**config.mk**
```make
export PLATFORM = sky130hd
export DESIGN_NAME = fgap_demod
export DESIGN_NICKNAME = d
export VERILOG_FILES = /design/src/rtl/fgap_demod.sv
export SDC_FILE = /design/constraint.sdc
export NUM_CORES = 1
export LEC_CHECK = 0
export ABC_CLOCK_PERIOD_IN_PS = 3400
export BUFFER_PORTS_ARGS = -buffer_cell sky130_fd_sc_hd__clkbuf_2
export CAP_MARGIN = 40
export CORE_UTILIZATION = 45
export DETAILED_ROUTE_END_ITERATION = 8
export SLEW_MARGIN = 20
export SYNTH_ARGS = -nofsm -noshare
export SYNTH_HDL_FRONTEND = slang
export SYNTH_SLANG_ARGS = --single-unit
export TNS_END_PERCENT = 20
```
**constraint.sdc**
```tcl
create_clock -name clk -period 3.4 [get_ports clk]
set_input_delay 0.17 -clock clk [delete_from_list [all_inputs] [get_ports clk]]
set_output_delay 0.17 -clock clk [all_outputs]
set_load 0.005 [all_outputs]
```
**src/rtl/fgap_demod.sv**
```systemverilog
module fgap_demod #(
  parameter int CPF = 4,
  parameter int TW  = 9
) (
  input  logic          clk,
  input  logic          rst,
  input  logic          env_in,
  input  logic [TW-1:0] entry_stop_min,
  input  logic [TW-1:0] gap_min,
  input  logic [TW-1:0] zero_lo,
  input  logic [TW-1:0] zero_hi,
  input  logic [TW-1:0] one_step,
  input  logic [TW-1:0] idle_lim,
  output logic          bit_valid,
  output logic          bit_value,
  output logic          frame_end,
  output logic          write_mode
);
  localparam int CW = TW + $clog2(CPF + 1) + 1;
  typedef logic [CW-1:0] cnt_t;

  function automatic cnt_t scale(input logic [TW-1:0] v);
    return cnt_t'(v) * cnt_t'(CPF);
  endfunction

  function automatic cnt_t sat_inc(input cnt_t v);
    return (v == '1) ? v : v + cnt_t'(1);
  endfunction

  cnt_t entry_c, gap_c, zlo_c, zhi_c, one_c, idle_c;
  assign entry_c = scale(entry_stop_min);
  assign gap_c   = scale(gap_min);
  assign zlo_c   = scale(zero_lo);
  assign zhi_c   = scale(zero_hi);
  assign one_c   = scale(one_step);
  assign idle_c  = scale(idle_lim);

  logic lvl_q, busy;
  cnt_t run_cnt, since_gap, on_mark, rem;

  wire edge_w   = env_in ^ lvl_q;
  wire rise     = edge_w & env_in;
  wire fall     = edge_w & ~env_in;
  wire idle_hit = write_mode & (since_gap > idle_c);
  wire gap_end  = write_mode & ~idle_hit & rise & (run_cnt > gap_c);
  wire mark_zero = (on_mark > zlo_c) && (on_mark < zhi_c);
  wire mark_ones = (on_mark > one_c) && (on_mark < idle_c);
  wire rem_zero  = (rem > zlo_c) && (rem < zhi_c);

  always_ff @(posedge clk) begin
    if (rst) begin
      lvl_q      <= 1'b1;
      run_cnt    <= '0;
      since_gap  <= '0;
      on_mark    <= '0;
      rem        <= '0;
      busy       <= 1'b0;
      write_mode <= 1'b0;
      bit_valid  <= 1'b0;
      bit_value  <= 1'b0;
      frame_end  <= 1'b0;
    end else begin
      lvl_q     <= env_in;
      run_cnt   <= edge_w ? cnt_t'(1) : sat_inc(run_cnt);
      bit_valid <= 1'b0;
      bit_value <= 1'b0;
      frame_end <= 1'b0;

      if (!write_mode) begin
        if (rise && run_cnt > entry_c) begin
          write_mode <= 1'b1;
          since_gap  <= cnt_t'(1);
        end
      end else if (idle_hit) begin
        write_mode <= 1'b0;
        frame_end  <= 1'b1;
        busy       <= 1'b0;
      end else begin
        since_gap <= gap_end ? cnt_t'(1) : sat_inc(since_gap);
        if (fall) on_mark <= since_gap;
      end

      if (gap_end) begin
        busy <= 1'b0;
        if (mark_zero) begin
          bit_valid <= 1'b1;
        end else if (mark_ones) begin
          bit_valid <= 1'b1;
          bit_value <= 1'b1;
          rem       <= on_mark - one_c;
          busy      <= 1'b1;
        end
      end else if (busy && !idle_hit) begin
        if (rem >= one_c && one_c != '0) begin
          bit_valid <= 1'b1;
          bit_value <= 1'b1;
          rem       <= rem - one_c;
        end else begin
          busy <= 1'b0;
          if (rem_zero) bit_valid <= 1'b1;
        end
      end
    end
  end
endmodule


```
==> results.py <==
metrics = {
    "global_route": {
        "grt_pass1_wl_um": 22700,
        "grt_overflow": 0,
        "grt_start_max_net_pins": 38,
        "grt_pass1_vias": 4571,
        "globalRouteTotalUtil_pct": 25.0,
        "grt_antenna_before_repair": 0,
    },
    "floorplanning": {
        "io-pin-count": 61,
        "fp.dieArea_sq_um": 12100,
        "floorplan.initialDensity_pct": 46.1,
        "coreArea_sq_um": 11400,
        "die_w_um": 110,
        "chip_height_um": 110,
        "std_cell_rows": 39,
    },
    "clock_network": {
        "cts-htree-levels": 3,
        "hold_buffers": 0,
        "postCtsSetupRepairBufs": 0,
        "cts.clk_slew.worst_paths_ns": 0.05,
        "cts_buffers": 9,
        "tritoncts": "yes",
        "clock_sinks": 58,
        "cts-root-to-sink-buffers": 2,
        "cts_resized": 0,
        "cts_root_buffer_type": "sky130_fd_sc_hd__clkbuf_16",
        "worst_skew_pair.late_latency_ns": 0.34,
    },
    "placement": {
        "buffer_ports.inserted": 60,
        "globalplace.congestion": 0.876,
        "place.detailed.hpwl_um": 11300,
        "post-place-cells": 833,
        "cell_area_after_placement_sq_um": 5680,
    },
    "finish": {
        "area_delta_synth_final_pct": 15.2,
        "final_cell_area_sq_um": 6030,
        "layout_cell_share_with_drive_strength_beyond_1_pct": 15.6,
        "n_antenna_cell": 0,
        "nets": 853,
        "final_common_cell": "sky130_fd_sc_hd__ha_1",
        "final_cell_count_no_fill": 849,
        "layout_common_cells": "sky130_fd_sc_hd__ha_1 (93), sky130_fd_sc_hd__inv_1 (69), sky130_fd_sc_hd__nor2_1 (63), sky130_fd_sc_hd__clkbuf_2 (60), sky130_fd_sc_hd__dfxtp_1 (58)",
    },
    "critical_path": {
        "crit_chain": "ha_1, a2111oi_1, nor4b_4, o21ai_2, nor2_2, mux2i_2, buf_4, a21oi_1, a221oi_2",
        "r2r_slack_ns": 0.43,
        "cp_slowest_stage_delay_ns": 0.47,
        "critical_path.reg2reg.endpoint": "rem[8]",
        "critical_path_depth": 9,
        "cp.arrival_ns": 3.22,
        "critPathMaxFanout": 12,
        "worstPathRequired_ns": 3.65,
        "critPathCapture": "rem[8]",
        "timing.setup.critical_path_class": "register to register",
        "endpoint_kind": "register",
        "worst-path-buf-inv": 1,
        "cp_slowest_cell": "sky130_fd_sc_hd__a2111oi_1",
        "ff2ff_path_depth": 9,
        "cp_top_family": "compound AO/OA/AOI/OAI gates",
        "critical_path.startpoint_type": "register",
        "crit-reg2reg-launch": "since_gap[10]",
        "critical_path_start": "since_gap[10]",
    },
    "detailed_routing": {
        "drt_pre_antenna_iters": 5,
        "postRouteWirelength_um": 14000,
        "detailedRoute.firstIterationViolations": 280,
        "detailroute.via_count": 4764,
        "remaining_drc_errors": 0,
        "routed_via_density": 5.61,
        "antenna_violating_nets_post_route": 0,
        "avgRoutedWirePerCell_um": 16.5,
    },
    "synth": {
        "yosys_warnings": 0,
        "synth_edf_count": 0,
        "synthArstFlopShare_pct": 0,
        "synth_flop_cell": "sky130_fd_sc_hd__dfxtp_1",
        "yosys_register_bits": 58,
        "synthTopCellsByArea": "sky130_fd_sc_hd__ha_1 (22%), sky130_fd_sc_hd__dfxtp_1 (22%), sky130_fd_sc_hd__inv_1 (4.9%), sky130_fd_sc_hd__nor2_1 (4.5%), sky130_fd_sc_hd__a21oi_1 (3.9%)",
        "synth.distinct_cells": 66,
        "syn-instance-count": 639,
        "mappedNetlistArea_sq_um": 5240,
        "post-synth-top-area-cell": "sky130_fd_sc_hd__ha_1",
        "synthesis.nets": 791,
        "synth_largest_type_area_fraction_pct": 22.2,
        "syn-mean-instance-area_sq_um": 8.19,
        "synth_sequential_area_ratio_pct": 22.2,
    },
    "worst_hold_path": {
        "hp-class": "primary input to register",
        "timing.hold.worst.start": "env_in",
    },
    "timing": {
        "timing_max_transition_violations_final": 0,
        "setup-violations-final": 0,
        "rsz0062_at_grt": "no",
        "max_slew_margin_pct": 67.8,
        "report.final.hold_viol_count": 0,
        "max_freq_mhz": 336,
        "post-route-period-util_pct": 87.4,
        "tightestPinTransition_ns": 0.481,
        "skew_ns": 0.00783,
        "aggregate_negative_setup_slack_ns": 0,
        "finalWorstPathRequiredPeriod_ns": 2.97,
    },
    "power": {
        "leakage_nw": 3.01,
        "cellPowerDensity_nw_per_um2": 326,
        "worst_ir_drop_vdd_uv": 210,
    },
    "run_status": {
        "result_of_the_run": "complete, no violations",
    },
    "flow_run": {
        "timing.max_cap.violations": 0,
    },
}
==> worst min path at each step <==
| stage | endpoint | slack, ns | cells after the start |
|---|---|---|---|
| after floorplan | lvl_q | 0.27 | 2 |
| after global placement | lvl_q | 0.42 | 3 |
| after detailed placement | lvl_q | 0.43 | 3 |
| after CTS | lvl_q | 0.12 | 3 |
| after global routing | lvl_q | 0.15 | 3 |
| final | lvl_q | 0.13 | 3 |
==> cells by family (layout without fill, tap and decap cells) <==
| logic type | after synthesis | count (layout) | synth area share, % |
|---|---|---|---|
| flip-flops | 58 | 58 | 22.2 |
| adder cells (fa/ha/maj) | 95 | 95 | 23.0 |
| AND/OR/NAND/NOR | 210 | 210 | 21.0 |
| AO/OA/AOI/OAI | 150 | 150 | 20.0 |
| XOR/XNOR | 21 | 21 | 3.51 |
| buffers and inverters | 88 | 155 | 7.14 |
| multiplexers | 17 | 17 | 3.25 |
==> metrics by stage <==
| stage | total power, mW | hold WS (ns) | worst slack [ns] | util (%) |
|---|---|---|---|---|
| floorplan | 0.825 | 0.270 | 0.938 | - |
| global placement | 0.895 | 0.417 | 0.595 | 50.0 |
| detailed placement | 0.899 | 0.425 | 0.481 | 50.0 |
| CTS | 1.98 | 0.121 | 0.460 | 53.1 |
| global route | 2.04 | 0.152 | 0.209 | 53.1 |
| finish | 1.97 | 0.126 | 0.427 | 53.1 |
==> registers in the layout, summed over array words and instances (netlist names) <==
signal	cells
on_mark	13
rem	13
run_cnt	13
since_gap	13
bit_valid	1
bit_value	1
busy	1
frame_end	1
lvl_q	1
write_mode	1
==> layout make-up <==
class                   count  area, sq um
fillers                  1107         5340
multi-input cells         493         3700
flip-flops and latches     58         1160
repair buffers             70          375
inverters                  69          259
clock buffers              11          253
well taps                 143          179
clock inverters             5          100
==> synthesized netlist by cell type, drive strengths merged, types with 11 or more instances <==
cell	count
inv	69
nand3	17
a31oi	11
dfxtp	58
mux2i	17
o21a	12
nor2b	12
xnor2	11
ha	93
nand4	13
nand2	42
nor2	64
a21oi	41
nor3	23
clkbuf	11
o21ai	27
==> worst reg2reg max path: cells and delay by family, from the launching register on <==
| family | cells | cell delay (ns) |
|---|---|---|
| adder cells (fa/ha/maj) | 1 | 0.29 |
| AO/OA/AOI/OAI | 4 | 0.88 |
| buffers and inverters | 1 | 0.26 |
| flip-flops | 1 | 0.44 |
| multiplexers | 1 | 0.44 |
| AND/OR/NAND/NOR | 2 | 0.57 |
==> routing by layer <==
layer  track usage (%)  wire length (um)
met5                 0                 0
met2              42.7              6530
met1              32.4              6620
met4              7.43               226
met3              3.38               663
==> report_power, final <==
group / total (mW) / internal (mW) / switching [mW]
clock network: 1.08 / 0.753 / 0.328
logic: 0.202 / 0.0851 / 0.117
registers: 0.686 / 0.683 / 0.00246
No activity file was read; power rests on OpenSTA's default activity.
